`config.mk`:
```
export PLATFORM = sky130hd
export DESIGN_NAME = fault_autorestart
export DESIGN_NICKNAME = d
export VERILOG_FILES = /design/src/rtl/ar_pkg.sv /design/src/rtl/ar_counter.sv /design/src/rtl/ar_limit_sel.sv /design/src/rtl/ar_fsm.sv /design/src/rtl/fault_autorestart.sv
export SDC_FILE = /design/constraint.sdc
export NUM_CORES = 1
export LEC_CHECK = 0
export BUFFER_PORTS_ARGS = -buffer_cell sky130_fd_sc_hd__buf_4
export CORE_MARGIN = 5
export CORE_UTILIZATION = 57
export CTS_CLUSTER_SIZE = 14
export DETAILED_ROUTE_END_ITERATION = 7
export PLACE_DENSITY = 0.76
export SETUP_SLACK_MARGIN = 0.02
export SLEW_MARGIN = 10
export SYNTH_ARGS = -nofsm -noshare
export SYNTH_HDL_FRONTEND = slang
export SYNTH_SLANG_ARGS = --single-unit
```
`constraint.sdc`:
```
create_clock -name clk -period 3.2 [get_ports clk]
set_input_delay 0 -clock clk [delete_from_list [all_inputs] [get_ports clk]]
set_output_delay 0 -clock clk [all_outputs]
set_load 0.01 [all_outputs]
```
`src/rtl/ar_pkg.sv`:
```
package ar_pkg;
   typedef enum logic [1:0] {
      AR_RUN = 2'd0,
      AR_OFF = 2'd1,
      AR_ON  = 2'd2
   } ar_state_e;
endpackage

```
`src/rtl/ar_counter.sv`:
```
module ar_counter #(
   parameter int W = 8
) (
   input  logic         clk,
   input  logic         rst_n,
   input  logic         step,
   input  logic         clr,
   input  logic [W-1:0] limit,
   output logic         last
);
   logic [W-1:0] cnt_q;

   always_ff @(posedge clk or negedge rst_n) begin
      if (!rst_n)    cnt_q <= '0;
      else if (clr)  cnt_q <= '0;
      else if (step) cnt_q <= cnt_q + W'(1);
   end

   // limit is at least 1, guaranteed by elaboration checks in the top
   assign last = (cnt_q == (limit - W'(1)));
endmodule

```
`src/rtl/ar_limit_sel.sv`:
```
module ar_limit_sel
   import ar_pkg::*;
#(
   parameter int W           = 8,
   parameter int FAULT_TICKS = 20,
   parameter int OFF_TICKS   = 40,
   parameter int ON_TICKS    = 10,
   parameter bit STRETCH_EN  = 1'b1
) (
   input  ar_state_e    state,
   input  logic         hl_q,
   output logic [W-1:0] limit
);
   localparam int OFF_HL = OFF_TICKS + OFF_TICKS / 5;
   localparam int ON_HL  = ON_TICKS + ON_TICKS / 5;

   logic [W-1:0] off_lim, on_lim;

   generate
      if (STRETCH_EN) begin : g_stretch
         assign off_lim = hl_q ? W'(OFF_HL) : W'(OFF_TICKS);
         assign on_lim  = hl_q ? W'(ON_HL)  : W'(ON_TICKS);
      end else begin : g_flat
         logic unused_hl;
         assign unused_hl = hl_q;
         assign off_lim   = W'(OFF_TICKS);
         assign on_lim    = W'(ON_TICKS);
      end
   endgenerate

   always_comb begin
      case (state)
         AR_OFF:  limit = off_lim;
         AR_ON:   limit = on_lim;
         default: limit = W'(FAULT_TICKS);
      endcase
   end
endmodule

```
`src/rtl/ar_fsm.sv`:
```
module ar_fsm
   import ar_pkg::*;
(
   input  logic      clk,
   input  logic      rst_n,
   input  logic      tick,
   input  logic      fb_low,
   input  logic      high_line,
   input  logic      last,
   output ar_state_e state,
   output logic      hl_q,
   output logic      clr,
   output logic      sw_en,
   output logic      in_ar
);
   ar_state_e state_n;
   logic      hl_n;

   always_comb begin
      state_n = state;
      hl_n    = hl_q;
      clr     = 1'b0;
      if (tick) begin
         case (state)
            AR_RUN: begin
               if (!fb_low) begin
                  clr = 1'b1;
               end else if (last) begin
                  state_n = AR_OFF;
                  clr     = 1'b1;
                  hl_n    = high_line;
               end
            end
            AR_OFF: begin
               if (last) begin
                  state_n = AR_ON;
                  clr     = 1'b1;
                  hl_n    = high_line;
               end
            end
            AR_ON: begin
               if (!fb_low) begin
                  state_n = AR_RUN;
                  clr     = 1'b1;
               end else if (last) begin
                  state_n = AR_OFF;
                  clr     = 1'b1;
                  hl_n    = high_line;
               end
            end
            default: begin
               state_n = AR_RUN;
               clr     = 1'b1;
            end
         endcase
      end
   end

   always_ff @(posedge clk or negedge rst_n) begin
      if (!rst_n) begin
         state <= AR_RUN;
         hl_q  <= 1'b0;
      end else begin
         state <= state_n;
         hl_q  <= hl_n;
      end
   end

   assign sw_en = (state != AR_OFF);
   assign in_ar = (state != AR_RUN);
endmodule

```
`src/rtl/fault_autorestart.sv`:
```
module fault_autorestart
   import ar_pkg::*;
#(
   parameter int CNT_W       = 8,
   parameter int FAULT_TICKS = 20,
   parameter int OFF_TICKS   = 40,
   parameter int ON_TICKS    = 10,
   parameter bit HL_STRETCH  = 1'b1
) (
   input  logic clk,
   input  logic rst_n,
   input  logic tick,
   input  logic fb_low,
   input  logic high_line,
   output logic sw_en,
   output logic in_auto_restart
);
   localparam int OFF_MAX = OFF_TICKS + (HL_STRETCH ? OFF_TICKS / 5 : 0);
   localparam int ON_MAX  = ON_TICKS + (HL_STRETCH ? ON_TICKS / 5 : 0);
   localparam int CAP     = 1 << CNT_W;

   generate
      if (CNT_W < 2 || CNT_W > 30) begin : g_bad_w
         $error("CNT_W out of range");
      end
      if (FAULT_TICKS < 1 || OFF_TICKS < 1 || ON_TICKS < 1) begin : g_bad_min
         $error("durations must be at least one tick");
      end
      if (FAULT_TICKS >= CAP || OFF_MAX >= CAP || ON_MAX >= CAP) begin : g_bad_fit
         $error("a duration does not fit in CNT_W bits");
      end
   endgenerate

   ar_state_e        state;
   logic             hl_q, clr, last;
   logic [CNT_W-1:0] limit;

   ar_limit_sel #(
      .W(CNT_W), .FAULT_TICKS(FAULT_TICKS), .OFF_TICKS(OFF_TICKS),
      .ON_TICKS(ON_TICKS), .STRETCH_EN(HL_STRETCH)
   ) u_lim (
      .state(state), .hl_q(hl_q), .limit(limit)
   );

   ar_counter #(.W(CNT_W)) u_cnt (
      .clk(clk), .rst_n(rst_n), .step(tick), .clr(clr),
      .limit(limit), .last(last)
   );

   ar_fsm u_fsm (
      .clk(clk), .rst_n(rst_n), .tick(tick), .fb_low(fb_low),
      .high_line(high_line), .last(last), .state(state), .hl_q(hl_q),
      .clr(clr), .sw_en(sw_en), .in_ar(in_auto_restart)
   );
endmodule

```
### Yosys cells after proc, flatten, opt, wreduce, memory -nomap -nowiden

Index checks and enable logic that the tools add are counted.

* bits in registers: 11
* bits of input ports: 5
* output and inout bits: 2

* $add $sub $neg: 2
* equality and inequality tests: 7
* multiplexer cells: 17
* reduce and logical (&&, ||, !) cells: 7

Operators with widths (count)
* $mux W8: 2
* $pmux W8 S2: 1
* $add A8 B1 Y8 const B: 1
* $eq A8 B8 Y1: 1
* $mux W2: 4
* $sub A8 B1 Y8 const B: 1
* $pmux W2 S3: 1
* $reduce_and A3 Y1: 2
* $reduce_bool A2 Y1: 3
* $mux W1: 5
* $mux W5: 1
* $ne A2 B1 Y1 const B: 2
* $ne A2 B2 Y1 const B: 2
* $pmux W1 S2: 2
* $mux W3: 1
* $eq A2 B1 Y1 const B: 1
* $eq A2 B2 Y1 const B: 1
* $logic_not A2 Y1: 1
* $reduce_or A2 Y1: 1

### Logic depth before layout (Yosys ltp)

* word-level depth: 9
* gate-level depth with buffers: 13
* depth with buffers taken out: 12

### Modules after synthesis

A second synthesis with hierarchy kept.

* cell total of the unflattened synthesis: 102
* area, all modules: 912.1 sq um

By module, submodules not included
* ar_counter: instances 1, cells each 70, area each 633.1 sq um, seq. area each 200.2 sq um
* ar_fsm: instances 1, cells each 16, area each 160.2 sq um, seq. area each 75.1 sq um
* ar_limit_sel: instances 1, cells each 16, area each 118.9 sq um, seq. area each 0.0 sq um

### Worst setup path before layout

Ideal clock, no wire load.

* kind: register to register
* start point: register u_fsm.state[1]
* end point: register u_fsm.hl_q
* arrival time: 2.694 ns
* data required time: 3.075 ns
* slack: 0.381 ns
* cell stages (with the launch flop): 13
* period minus slack after synthesis: 2.819 ns
* path through: dfrtp_1 inv_1 ha_1 inv_1 mux2i_1 ha_1 nor2b_1 o21ai_2 or4b_1 o311ai_1 nand2_1 nor3_1 mux2_2

* word-level cells in the longest chain between the ends: 7
* elaborated cells between the ends (all ways): 13
* those cells by class: 1 x add/sub; 4 x eq/ne; 4 x mux; 4 x reduce/logical

RTL lines
* from (decl): line ar_fsm.sv:10 `output ar_state_e state,`
* from (signal assigned): line ar_fsm.sv:64 `state <= state_n;`
* $eq A2 B2 Y1 or $eq A2 B1 Y1 (tied branches): line ar_limit_sel.sv:32, ar_fsm.sv:24
* $pmux W8 S2: line ar_limit_sel.sv:32 `case (state)`
* $sub A8 B1 Y8: line ar_counter.sv:20 `assign last = (cnt_q == (limit - W'(1)));`
* $eq A8 B8 Y1: line ar_counter.sv:20
* $mux W1 (2 in a row)
* $pmux W1 S2: line ar_fsm.sv:24 `case (state)`
* to (signal assigned): line ar_fsm.sv:65 `hl_q <= hl_n;`
* to (decl): line ar_fsm.sv:11 `output logic hl_q,`

Parallel ways exist; a longest one is shown, timed or not. The select of a mux whose other input is x is not followed.
A chain may end at the register's enable or synchronous reset.

### Worst setup path after layout

* start point: register u_fsm.state[0]
* end point: register u_fsm.hl_q

The elaborated chain is that of the path after synthesis.

==> results by stage <==
Outcome:
- The flow ran to the end, and the final reports show no timing, DRC or antenna violations.

Min path:
- The min-delay analysis places its worst path in the category in -> async.

Worst setup path:
- Data on the critical path arrives at its endpoint at 3.10 ns.
- The largest incremental delay on the critical path is 0.47 ns.
- The kind of cell adding the most delay to the critical path is simple AND/OR/NAND/NOR gates.
- The category of the worst setup path launch point is a flip-flop.
- Among the stages of the critical path, the cell type that occurs most often is sky130_fd_sc_hd__ha_1.
- Counting both buffers and inverters, the worst setup path holds a total of 1.
- The critical path in this run is classified as reg -> reg.
- In this run the critical register-to-register path is launched from u_fsm.state[0]$_DFFE_PN0P_.
- Of all nets on the critical path, the largest fanout is 5.
- STA classifies the critical path endpoint as a flip-flop.
- The signal on the critical path passes through inv_1 -> ha_1 -> nand3b_1 -> ha_1 -> nor2b_1 -> o21ai_2 -> or4b_1 -> o311ai_1 -> nand2_1 -> nor3_2 -> mux2_2.
- In this run the worst setup path begins at u_fsm.state[0]$_DFFE_PN0P_.
- The data required time at the worst endpoint is 3.35 ns.
- On the critical path, the stage with the largest delay is an instance of sky130_fd_sc_hd__or4b_1.

Global route:
- Entering global routing, the biggest net connects 12 pins.
- The number of antenna violations at the first check in global routing was 0.
- The number of global-route vias before repair is 647.
- For this run, the total global-route usage over all layers was measured as 0.155.
- Global routing finished with a remaining overflow of 0.
- The wire length of the first global-routing pass is 2.99 mm.

Drt:
- The final antenna-violating net count is 0.
- After detailed routing, the total wire length is 1.74 mm.
- The count of routing violations after the opening detailed-route iteration is 18.
- The routed via count divided by cell count is 6.07.
- After detailed routing, the number of remaining DRC violations is 0.
- Dividing the detail-routed wire length by the instance count gives 13.7 um.
- For this block, the via count after detailed routing is 771.
- The number of iterations in the first detailed-routing pass is 4.

Logic synthesis:
- For this run, the leading register cell type out of synthesis is sky130_fd_sc_hd__dfrtp_1.
- Of the total synthesized cell area, the portion taken by XOR and XNOR cells is 0.0797.
- The number of nets handed over by synthesis was 111.
- The mean cell area of the mapped netlist is 8.98 sq um.
- Of the synthesized area, sequential elements account for 0.313.
- Of the total synthesized cell area, the portion taken by full adders, half adders and majority gates is 0.114.
- The number of storage elements in the synthesis netlist is 11.
- Counting flops with an async set or reset pin after synthesis yields a share of 1.00.
- The portion of synthesized area spent on multiplexers is 0.0597.
- The dominant combinational cell family by area after synthesis is simple AND/OR/NAND/NOR gates.
- Synthesis produced 98 cells.
- The synthesized-area fraction occupied by ao, oa, aoi and oai cells is 0.182.
- The yosys synthesis warning count is 0.
- The count of flip-flops with a built-in enable after synthesis is 0.
- The cell area that synthesis handed to floorplanning was 880 sq um.
- Yosys mapped the design onto 37 distinct sky130hd cell types.
- The share of synthesized area in the top cell type comes to 0.313.
- After synthesis, the cell types taking the most area are sky130_fd_sc_hd__dfrtp_1 (31%), sky130_fd_sc_hd__ha_1 (11%), sky130_fd_sc_hd__a21oi_1 (4.0%).
- Of the total synthesized cell area, the portion taken by AND, OR, NAND and NOR gates is 0.199.
- The cell type with the largest total area after synthesis is sky130_fd_sc_hd__dfrtp_1.

Timing:
- Final hold analysis gives a worst-case slack of 0.102 ns.
- After layout, the worst setup slack is 0.247 ns.
- Setup repair after global routing left no endpoint under its margin.
- The final max-slew violation count is 0.
- The final worst-path cycle share is 0.923.
- Clock skew on the completed layout was measured at 0.00905 ns.
- The final hold violation count came to 0.
- The setup total negative slack is 0 ns.
- The maximum clock frequency is 339 MHz.
- The final critical path time including I/O delays and setup is 2.95 ns.
- The normalized max-slew margin is 0.694.
- The actual transition at the worst max-transition pin is 0.454 ns.
- The final-report setup violation count is 0.

CTS:
- The latest clock arrival within the worst-skew pair is 0.27 ns.
- The worst-case clock buffer depth is 2.
- TritonCTS built the clock tree.
- The total clock buffers created by CTS is 3.
- Counting every sink on the clock net gives 11.
- The root buffer cell is sky130_fd_sc_hd__clkbuf_4.
- The clock slew at the register clock pins of the worst setup and hold paths is 0.07 ns.
- The H-tree depth reported by CTS is 1.

Die:
- The core region is 0.00149 sq mm.
- The row count is 14.
- In this run the vertical extent of the chip is 49.3 um.
- The die width is 49.3 um.
- The I/O pin count is 7.
- The floorplan step defined a die boundary enclosing 0.00243 sq mm.
- The initial utilization of the core area, before any placement, comes to 0.591.

Layout:
- The area of all placed cells without fillers is 0.00101 sq mm.
- The final standard cell utilization of the core is 0.677.
- The flip-flop and latch area is 275 sq um.
- The ratio of cells with drive above 1 in the final layout is 0.162.
- The number of fill cells is 112.
- For this run, the number of standard cells in the final layout without fillers is 127.
- Summing all multi-input logic gate instances after layout gives 563 sq um.
- The area growth from synthesis to layout is 14.7%.
- The number of antenna diodes is 0.
- After the last flow step, the layout net total stands at 125.

Pwr:
- The post-layout total power is 680 uW.
- The total power density per cell area is 674 mW/mm^2.
- The worst-case vdd ir drop is 0.387 mV.
- Summed over all cells, the static leakage comes to 0.470 nW.

Placed design:
- At the placement stage, the worst setup path has a slack of 0.154 ns.
- Buffers placed on the I/O ports in this run total 6.
- The last weighted congestion value of the routability-driven placer is 0.789.
- The cell count after placement is 119.
- The detailed placer's ending HPWL is 1.37 mm.
- The total cell area at the placement stage is 940 sq um.

Flow run:
- The max capacitance violation total is 0.
## layout make-up
class | count | share of cell area
tap | 16 | 0.0199
timing repair buffer | 12 | 0.0968
inverter | 7 | 0.0261
sequential | 11 | 0.273
multi-input combinational | 77 | 0.558
clock buffer | 4 | 0.0261
## synthesized netlist by cell type (all sizes together), types with 2 or more instances
| cell | n |
|---|---|
| a21oi | 7 |
| buf | 2 |
| dfrtp | 11 |
| ha | 8 |
| inv | 7 |
| mux2 | 2 |
| mux2i | 3 |
| nand2 | 5 |
| nand3 | 4 |
| nand3b | 2 |
| nor2 | 8 |
| nor2b | 2 |
| nor3 | 3 |
| nor4 | 2 |
| o21ai | 5 |
| o22ai | 3 |
| o2bb2ai | 2 |
| xnor2 | 4 |
| xor2 | 4 |
## routing by layer
| metal | global-route usage | vias to the layer above | wire, um |
|---|---|---|---|
| met5 | 0 | - | 0 |
| met4 | 0.0269 | 0 | 10 |
| met3 | 0.0459 | 2 | 58 |
| met2 | 0.262 | 18 | 878 |
| met1 | 0.195 | 367 | 789 |
| li1 | - | 384 | - |
## layout by cell type (no fill, tap or decap), types with 2 or more instances in the layout
cell,netlist,routed
sky130_fd_sc_hd__mux2_2,2,2
sky130_fd_sc_hd__xor2_1,4,4
sky130_fd_sc_hd__o2bb2ai_1,2,2
sky130_fd_sc_hd__o22ai_1,3,3
sky130_fd_sc_hd__nor2b_1,2,2
sky130_fd_sc_hd__inv_1,7,7
sky130_fd_sc_hd__o21ai_0,3,3
sky130_fd_sc_hd__dlygate4sd3_1,0,3
sky130_fd_sc_hd__nand3_1,4,4
sky130_fd_sc_hd__ha_1,8,8
sky130_fd_sc_hd__xnor2_1,4,4
sky130_fd_sc_hd__mux2i_1,3,3
sky130_fd_sc_hd__buf_4,0,9
sky130_fd_sc_hd__nor3_1,3,2
sky130_fd_sc_hd__a21oi_1,7,7
sky130_fd_sc_hd__nand3b_1,2,2
sky130_fd_sc_hd__nor2_1,8,8
sky130_fd_sc_hd__dfrtp_1,11,11
sky130_fd_sc_hd__clkbuf_4,0,3
sky130_fd_sc_hd__nand2_1,5,5
## report_power, final
part	internal, mW	total, mW	switching [mW]
clock	0.0482	0.0923	0.0441
combinational	0.167	0.355	0.188
sequential	0.178	0.232	0.0543
total	0.393	0.680	0.287
## kinds of logic (layout without fill, tap and decap cells)
group,Yosys count,count (layout)
xor gates and xnor gates,8,8
DFF,11,11
buffers and inverters,10,23
AOI/OAI and AO/OA,24,24
muxes,5,5
adders and majority gates,8,8
and+or+nand+nor,32,32
## sequential cells by signal (all words and copies together), names as in the netlist
register / flops
u_fsm.state: 2
u_cnt.cnt_q: 8
u_fsm.hl_q: 1
## timing repair
action                                  CTS  global route
endpoints found under the setup margin    0             1
hold buffers                              3             0
setup buffers                             0             1
resized for setup                         0             1
endpoints found under the hold margin    15             0
## worst paths after layout
kind | end | slack (ns) | cells past startpoint
worst max-delay path | u_fsm.hl_q$_DFFE_PN0P_ | 0.25 | 11
worst min-delay path | u_cnt.cnt_q[5]$_DFFE_PN0P_ | 0.10 | 2
worst max register to register | u_fsm.hl_q$_DFFE_PN0P_ | 0.25 | 11
worst min register to register | u_cnt.cnt_q[2]$_DFFE_PN0P_ | 0.57 | 1
max in group asynchronous | u_cnt.cnt_q[2]$_DFFE_PN0P_ | 2.94 | 2
min in group clk | u_fsm.state[0]$_DFFE_PN0P_ | 0.24 | 5
No activity file was read; power rests on OpenSTA's default activity.
